$ cat config.mk
export PLATFORM = sky130hd
export DESIGN_NAME = l1ut_ctrl
export DESIGN_NICKNAME = d
export VERILOG_FILES = /design/src/rtl/l1ut_pkg.sv /design/src/rtl/l1ut_classify.sv /design/src/rtl/l1ut_mshr.sv /design/src/rtl/l1ut_ctrl.sv
export SDC_FILE = /design/constraint.sdc
export NUM_CORES = 1
export LEC_CHECK = 0
export CAP_MARGIN = 20
export CORE_AREA = 2 2 75 77
export CTS_CLUSTER_DIAMETER = 60
export CTS_CLUSTER_SIZE = 30
export DETAILED_ROUTE_END_ITERATION = 12
export DIE_AREA = 0 0 77 79
export PLACE_DENSITY = 0.92
export SLEW_MARGIN = 20
export SYNTH_ARGS = -nofsm -noshare
export SYNTH_HDL_FRONTEND = slang
export SYNTH_HIERARCHICAL = 1
export SYNTH_SLANG_ARGS = --single-unit
$ cat constraint.sdc
create_clock -name clk -period 6.8 [get_ports clk]
set_input_delay 0.68 -clock clk [delete_from_list [all_inputs] [get_ports clk]]
set_output_delay 0.68 -clock clk [all_outputs]
set_load 0.01 [all_outputs]
$ cat src/rtl/l1ut_pkg.sv
package l1ut_pkg;

   typedef enum logic [3:0] {
      ST_ABS     = 4'd0,
      ST_INV     = 4'd1,
      ST_SHR     = 4'd2,
      ST_OWN     = 4'd3,
      ST_EXC     = 4'd4,
      ST_MIG     = 4'd5,
      ST_EXC_W   = 4'd6,
      ST_MIG_W   = 4'd7,
      ST_RD_PEND = 4'd8,
      ST_WR_PEND = 4'd9,
      ST_SH_UPG  = 4'd10,
      ST_OW_UPG  = 4'd11
   } line_st_e;

   typedef enum logic [1:0] {
      RK_LOAD   = 2'd0,
      RK_FETCH  = 2'd1,
      RK_STORE  = 2'd2,
      RK_ATOMIC = 2'd3
   } req_kind_e;

   typedef enum logic [1:0] {
      EV_READ   = 2'd0,
      EV_STORE  = 2'd1,
      EV_ATOMIC = 2'd2
   } req_class_e;

   typedef enum logic [1:0] {
      TO_PLAIN  = 2'd0,
      TO_KEEPX  = 2'd1,
      TO_STARVX = 2'd2,
      TO_STARVS = 2'd3
   } expiry_e;

   localparam int ST_W = 4;

endpackage

$ cat src/rtl/l1ut_classify.sv
module l1ut_classify
   import l1ut_pkg::*;
#(
   parameter bit ATOMIC_CLASS_EN = 1'b1
) (
   input  logic [1:0] kind,
   input  logic       cfg_nomig,
   output req_class_e cls
);

   generate
      if (ATOMIC_CLASS_EN) begin : g_split
         always_comb begin
            case (kind)
               RK_LOAD, RK_FETCH: cls = EV_READ;
               RK_STORE:          cls = EV_STORE;
               default:           cls = cfg_nomig ? EV_ATOMIC : EV_STORE;
            endcase
         end
      end else begin : g_merged
         logic unused_cfg;
         assign unused_cfg = cfg_nomig;
         always_comb begin
            case (kind)
               RK_LOAD, RK_FETCH: cls = EV_READ;
               default:           cls = EV_STORE;
            endcase
         end
      end
   endgenerate

endmodule

$ cat src/rtl/l1ut_mshr.sv
module l1ut_mshr #(
   parameter int NUM_ENT = 2,
   parameter int LINE_W  = 2,
   parameter int TIMEOUT = 100
) (
   input  logic              clk,
   input  logic              rst_n,
   input  logic              alloc_en,
   input  logic [LINE_W-1:0] alloc_line,
   input  logic              alloc_atomic,
   input  logic              arm_en,
   input  logic [LINE_W-1:0] arm_line,
   input  logic              free_en,
   input  logic [LINE_W-1:0] free_line,
   output logic              full,
   output logic              exp_valid,
   output logic [LINE_W-1:0] exp_line,
   output logic              exp_atomic
);

   localparam int CNT_W = $clog2(TIMEOUT + 1);
   localparam int IDX_W = (NUM_ENT > 1) ? $clog2(NUM_ENT) : 1;
   localparam logic [CNT_W-1:0] LOAD_VAL = CNT_W'(TIMEOUT - 1);

   generate
      if (TIMEOUT < 2) begin : g_bad_timeout
         $error("l1ut_mshr: TIMEOUT must be at least 2");
      end
      if (NUM_ENT < 1) begin : g_bad_depth
         $error("l1ut_mshr: NUM_ENT must be at least 1");
      end
   endgenerate

   typedef struct packed {
      logic              vld;
      logic              atom;
      logic              armed;
      logic [LINE_W-1:0] line;
      logic [CNT_W-1:0]  cnt;
   } ent_t;

   ent_t             ent_q [NUM_ENT];
   logic [IDX_W-1:0] alloc_idx;
   logic [IDX_W-1:0] exp_idx;

   always_comb begin
      full      = 1'b1;
      alloc_idx = '0;
      exp_valid = 1'b0;
      exp_idx   = '0;
      for (int i = NUM_ENT - 1; i >= 0; i--) begin
         if (!ent_q[i].vld) begin
            full      = 1'b0;
            alloc_idx = IDX_W'(i);
         end
         if (ent_q[i].vld && ent_q[i].armed && ent_q[i].cnt == '0) begin
            exp_valid = 1'b1;
            exp_idx   = IDX_W'(i);
         end
      end
   end

   assign exp_line   = ent_q[exp_idx].line;
   assign exp_atomic = ent_q[exp_idx].atom;

   genvar g;
   generate
      for (g = 0; g < NUM_ENT; g++) begin : g_ent
         logic kill;
         assign kill = (exp_valid && exp_idx == IDX_W'(g)) ||
                       (free_en && ent_q[g].vld && ent_q[g].line == free_line);
         always_ff @(posedge clk) begin
            if (!rst_n) begin
               ent_q[g] <= '0;
            end else if (kill) begin
               ent_q[g].vld   <= 1'b0;
               ent_q[g].armed <= 1'b0;
            end else if (alloc_en && !ent_q[g].vld && alloc_idx == IDX_W'(g)) begin
               ent_q[g].vld   <= 1'b1;
               ent_q[g].atom  <= alloc_atomic;
               ent_q[g].armed <= 1'b0;
               ent_q[g].line  <= alloc_line;
               ent_q[g].cnt   <= '0;
            end else if (arm_en && ent_q[g].vld && ent_q[g].line == arm_line) begin
               ent_q[g].armed <= 1'b1;
               ent_q[g].cnt   <= LOAD_VAL;
            end else if (ent_q[g].armed && ent_q[g].cnt != '0) begin
               ent_q[g].cnt <= ent_q[g].cnt - 1'b1;
            end
         end
      end
   endgenerate

endmodule

$ cat src/rtl/l1ut_ctrl.sv
module l1ut_ctrl
   import l1ut_pkg::*;
#(
   parameter int  NUM_LINES = 4,
   parameter int  NUM_ENT   = 2,
   parameter int  TIMEOUT   = 100,
   localparam int LINE_W    = $clog2(NUM_LINES)
) (
   input  logic                      clk,
   input  logic                      rst_n,
   input  logic                      cfg_nomig,
   input  logic                      req_valid,
   input  logic [1:0]                req_kind,
   input  logic [LINE_W-1:0]         req_line,
   output logic                      req_ready,
   output logic                      rsp_done,
   output logic                      rsp_recycle,
   output logic                      miss_issue,
   output logic                      miss_is_write,
   input  logic                      fill_valid,
   input  logic [LINE_W-1:0]         fill_line,
   input  logic                      fill_all_tok,
   input  logic                      lock_other,
   input  logic                      lock_write,
   output logic                      evt_valid,
   output logic [1:0]                evt_code,
   output logic [LINE_W-1:0]         evt_line,
   output logic [ST_W*NUM_LINES-1:0] line_state
);

   generate
      if (NUM_LINES < 2 || (1 << LINE_W) != NUM_LINES) begin : g_bad_lines
         $error("l1ut_ctrl: NUM_LINES must be a power of two, at least 2");
      end
      if (NUM_ENT > NUM_LINES) begin : g_bad_ent
         $error("l1ut_ctrl: NUM_ENT may not exceed NUM_LINES");
      end
   endgenerate

   line_st_e   st_q [NUM_LINES];
   req_class_e cls;
   logic       full;
   logic       exp_valid;
   logic [LINE_W-1:0] exp_line;
   logic       exp_atomic;
   logic       acc;
   line_st_e   cur_st, fill_st, exp_st;
   line_st_e   req_nxt, fill_nxt, exp_nxt;
   logic       arm_en, free_en;
   expiry_e    code;

   l1ut_classify #(.ATOMIC_CLASS_EN(1'b1)) u_cls (
      .kind      (req_kind),
      .cfg_nomig (cfg_nomig),
      .cls       (cls)
   );

   l1ut_mshr #(.NUM_ENT(NUM_ENT), .LINE_W(LINE_W), .TIMEOUT(TIMEOUT)) u_mshr (
      .clk          (clk),
      .rst_n        (rst_n),
      .alloc_en     (miss_issue),
      .alloc_line   (req_line),
      .alloc_atomic (req_kind == RK_ATOMIC),
      .arm_en       (arm_en),
      .arm_line     (fill_line),
      .free_en      (free_en),
      .free_line    (fill_line),
      .full         (full),
      .exp_valid    (exp_valid),
      .exp_line     (exp_line),
      .exp_atomic   (exp_atomic)
   );

   assign req_ready = !full;
   assign acc       = req_valid && req_ready;
   assign cur_st    = st_q[req_line];
   assign fill_st   = st_q[fill_line];
   assign exp_st    = st_q[exp_line];

   // Core request: hit, retry or miss
   always_comb begin
      rsp_done      = 1'b0;
      rsp_recycle   = 1'b0;
      miss_issue    = 1'b0;
      miss_is_write = 1'b0;
      req_nxt       = cur_st;
      if (acc) begin
         if (exp_valid && exp_line == req_line) begin
            rsp_recycle = 1'b1;
         end else begin
            case (cur_st)
               ST_ABS, ST_INV: begin
                  miss_issue = 1'b1;
                  if (cls == EV_READ) begin
                     req_nxt = ST_RD_PEND;
                  end else begin
                     miss_is_write = 1'b1;
                     req_nxt       = ST_WR_PEND;
                  end
               end
               ST_SHR, ST_OWN: begin
                  if (cls == EV_READ) begin
                     rsp_done = 1'b1;
                  end else begin
                     miss_issue    = 1'b1;
                     miss_is_write = 1'b1;
                     req_nxt       = (cur_st == ST_SHR) ? ST_SH_UPG : ST_OW_UPG;
                  end
               end
               ST_EXC: begin
                  rsp_done = 1'b1;
                  if (cls == EV_STORE) req_nxt = ST_MIG;
               end
               ST_MIG: begin
                  rsp_done = 1'b1;
                  if (cls == EV_ATOMIC) req_nxt = ST_EXC;
               end
               ST_EXC_W: begin
                  rsp_done = 1'b1;
                  if (cls == EV_STORE) req_nxt = ST_MIG_W;
               end
               ST_MIG_W: rsp_done = 1'b1;
               default:  rsp_recycle = 1'b1;
            endcase
         end
      end
   end

   // Fill of an outstanding miss
   always_comb begin
      fill_nxt = fill_st;
      arm_en   = 1'b0;
      free_en  = 1'b0;
      if (fill_valid) begin
         case (fill_st)
            ST_RD_PEND: begin
               if (fill_all_tok) begin
                  fill_nxt = ST_EXC_W;
                  arm_en   = 1'b1;
               end else begin
                  fill_nxt = ST_SHR;
                  free_en  = 1'b1;
               end
            end
            ST_WR_PEND, ST_SH_UPG, ST_OW_UPG: begin
               fill_nxt = ST_MIG_W;
               arm_en   = 1'b1;
            end
            default: fill_nxt = fill_st;
         endcase
      end
   end

   // Hold-timer expiry
   always_comb begin
      if (lock_other)
         code = lock_write ? TO_STARVX : TO_STARVS;
      else if (exp_atomic && cfg_nomig)
         code = TO_KEEPX;
      else
         code = TO_PLAIN;
      case (code)
         TO_STARVX: exp_nxt = ST_INV;
         TO_STARVS: exp_nxt = ST_OWN;
         default: begin
            if (exp_st == ST_MIG_W)
               exp_nxt = (code == TO_KEEPX) ? ST_EXC : ST_MIG;
            else if (exp_st == ST_EXC_W)
               exp_nxt = ST_EXC;
            else
               exp_nxt = exp_st;
         end
      endcase
   end

   assign evt_valid = exp_valid;
   assign evt_code  = code;
   assign evt_line  = exp_line;

   always_ff @(posedge clk) begin
      if (!rst_n) begin
         for (int i = 0; i < NUM_LINES; i++) st_q[i] <= ST_ABS;
      end else begin
         for (int i = 0; i < NUM_LINES; i++) begin
            if (acc && req_line == LINE_W'(i) && (rsp_done || miss_issue))
               st_q[i] <= req_nxt;
            else if (fill_valid && fill_line == LINE_W'(i))
               st_q[i] <= fill_nxt;
            else if (exp_valid && exp_line == LINE_W'(i))
               st_q[i] <= exp_nxt;
         end
      end
   end

   genvar g;
   generate
      for (g = 0; g < NUM_LINES; g++) begin : g_out
         assign line_state[ST_W*g +: ST_W] = st_q[g];
      end
   endgenerate

endmodule

==> metrics.txt <==
run status completed; critical path capture point type primary output; Sequential Power Share 45.2%; Post-synth EDFFs 40; largest family of logic cells by synthesized area simple AND/OR/NAND/NOR gates; total grt overflow 0; compound-gate portion of the synthesized area 16.6%; NetSw 0.000222 W; Worst Min Path Start u_mshr/ent_q[0][0]; PnR worst setup slack between 1500 and 2000 ps; slew margin rel. ~39%; Yosys top cell by area edfxtp_1; vias per inst 6.68; Root Buffer clkbuf_8; die area 6080 sq um; core footprint 5340 sq um; crit path max fanout 11; layout cell share with drive strength beyond 1 around 11%; final RePlAce weighted congestion 0.967; Post-DP Area 3510 sq um; Max Slew Vio Count 0; Arr. time, crit path 4310 ps; Residual DRC 0; area of the mapped netlist 3090 sq um; post_cts resized 0; Mapped Nets between 300 and 400; worst-case clock buffer depth 2; Simple-Gate Fraction of Synth Area between 20% and 30%; post-CTS setup buffer count 0; internal power 0.000496 W; DR pass1 iterations 5; sequential fraction of the synthesis area around two fifths; port buffer count 39; die width between 70 and 80 um; Ant. Diodes 0; Synth cell types 66; worst slew pin tran approximately 910 ps; WHS 691 ps; Yosys Warn Count 6; Clk pin slew, worst setup/hold paths 80 ps; synth cell count leaders 40 x edfxtp_1, 20 x nor2_1, 16 x inv_1, 16 x nand2_1, 13 x and2_1; Finished Cell Area 3620 sq um; Async S/R FF share, synth 0%; worst IR drop on VDD 107 uV; synthesized area per cell 10.3 sq um; ys flop type edfxtp_1; io pins 40; Logic pwr share 27.7%; number of H-tree levels 2; Clock power frac 27.2%; HPWL reported at the end of detailed placement about 6300 um; WL final 8410 um; Row Count 27; fmax 200 MHz; most common cell in the netlist edfxtp_1; final setup vio count 0; Yosys top cell area share just under 40%; violation count after the first detailed-route iteration 243; setup TNS 0 ps; DR WL/cell approximately 21 um; min cycle time layout 4990 ps; post-synthesis xor/xnor area fraction 4.82%; top cells by area, synth edfxtp_1 39%, mux4_2 8.0%, xnor2_1 3.4%; die span in y 79 um; crit start category flop; LEAKAGE between 1 and 1.5 nW; Adder-Cell Fraction of Synth Area 1.22%; Starting Density 57.8%; CTS tree done; Clk Latency, worst-skew pair 300 ps; RSZ-0062 raised after global routing no; Nets around 350; mux contribution to synthesized area 10.7%; Placed Cells 400; WS Path Type reg -> out; Syn-to-layout area delta 17.3%; Setup WS pre-CTS about 2200 ps; sw frac 30.9%; clk sinks 40; Vias between 2000 and 3000; vias in the first global route about 2600; Yosys reg bits 40; Clock Skews 11.1 ps; Final Non-Filler Cells 408; HP Class reg -> reg; period utilization 73.4%; pin count of the biggest net entering global routing 24; Overall Global Routing Usage 28.3%; CP required 6120 ps; Final Hold Viols 0; Final ANT Viol Nets 0; CTS Hold Bufs 0; Cells after Synth approximately 300; reg2reg start u_mshr/ent_q[1][0]; antenna violations before repair 0; PD cells 198 nW/um^2; CTS buffer count 5; MaxCap Viol Count 0; crit path launch u_mshr/ent_q[1][0]; first-pass GRT wire length 13200 um
-- cells in the final DEF, fill, tap and decap left out, types with 6 or more instances in the layout --
master / n
o21ai_1: 6
nor2_1: 20
o21ai_0: 11
and2_1: 13
xnor2_1: 12
nand2_1: 16
mux4_2: 11
a21oi_1: 7
clkdlybuf4s50_1: 39
edfxtp_1: 40
nand3_1: 10
inv_1: 16
nand2b_1: 7
nor3_1: 11
nand4_1: 8
-- final cells by class --
type                       instances  area, sq um
clock buffer                       5         68.8
clock inverter                     3         42.5
multi-input combinational        232         1760
timing repair buffer              39          390
fill                             412         1720
tap                               72         90.1
inverter                          17         63.8
sequential                        40         1200
-- path summary, 6_finish.rpt --
path / to / slack, ps / cells past startpoint
hold reg to reg: u_mshr/ent_q[0][0] / 690 / 1
hold / removal: u_mshr/ent_q[0][0] / 690 / 1
setup / recovery: miss_issue / 1810 / 10
setup reg to reg: u_mshr/ent_q[0][0] / 2120 / 13
-- kinds of logic (layout without fill, tap and decap cells) --
family,after synthesis,count (layout)
AOI/OAI and AO/OA,69,69
xor gates and xnor gates,17,17
adders and majority gates,3,3
buffers and inverters,29,64
DFF,40,40
muxes,16,16
and+or+nand+nor,127,127
-- power groups by stage --
| stage | registers [W] | clock network, W | logic, W |
|---|---|---|---|
| after floorplan | 0.000322 | 0 | 0.000127 |
| after global placement | 0.000327 | 0 | 0.000190 |
| after detailed placement | 0.000328 | 0 | 0.000195 |
| after CTS | 0.000323 | 0.000197 | 0.000196 |
| after global routing | 0.000326 | 0.000204 | 0.000213 |
| final | 0.000324 | 0.000195 | 0.000199 |
-- critical path: stages (launching register included) --
cell,delay [ps]
edfxtp_1,420
inv_1,110
ha_1,160
or4b_4,460
or4_4,530
nand2b_4,190
mux2_4,390
xnor2_1,210
a311oi_1,650
and2_1,330
clkdlybuf4s50_1,570
-- layer usage --
layer / routed length (um) / GRT usage [%] / vias to the layer above / part of all wire, %
met2: 4100 / 49.1 / 170 / 49
li1: - / - / 1232 / -
met4: 315 / 12.0 / 0 / 3.7
met1: 3210 / 33.7 / 1291 / 38
met5: 0 / 0 / - / 0
met3: 780 / 6.82 / 33 / 9.3
-- registers in the layout (all words and copies together), names as in the netlist --
register and flops:
u_mshr/ent_q 24, st_q 16
-- stage by stage --
| step | total power, W | util [%] |
|---|---|---|
| global route | 0.000744 | 67.8 |
| detailed placement | 0.000523 | 65.8 |
| floorplan | 0.000449 | - |
| finish | 0.000718 | 67.8 |
| CTS | 0.000716 | 67.8 |
| global placement | 0.000517 | 65.8 |
Power figures use the tool's default switching activity.
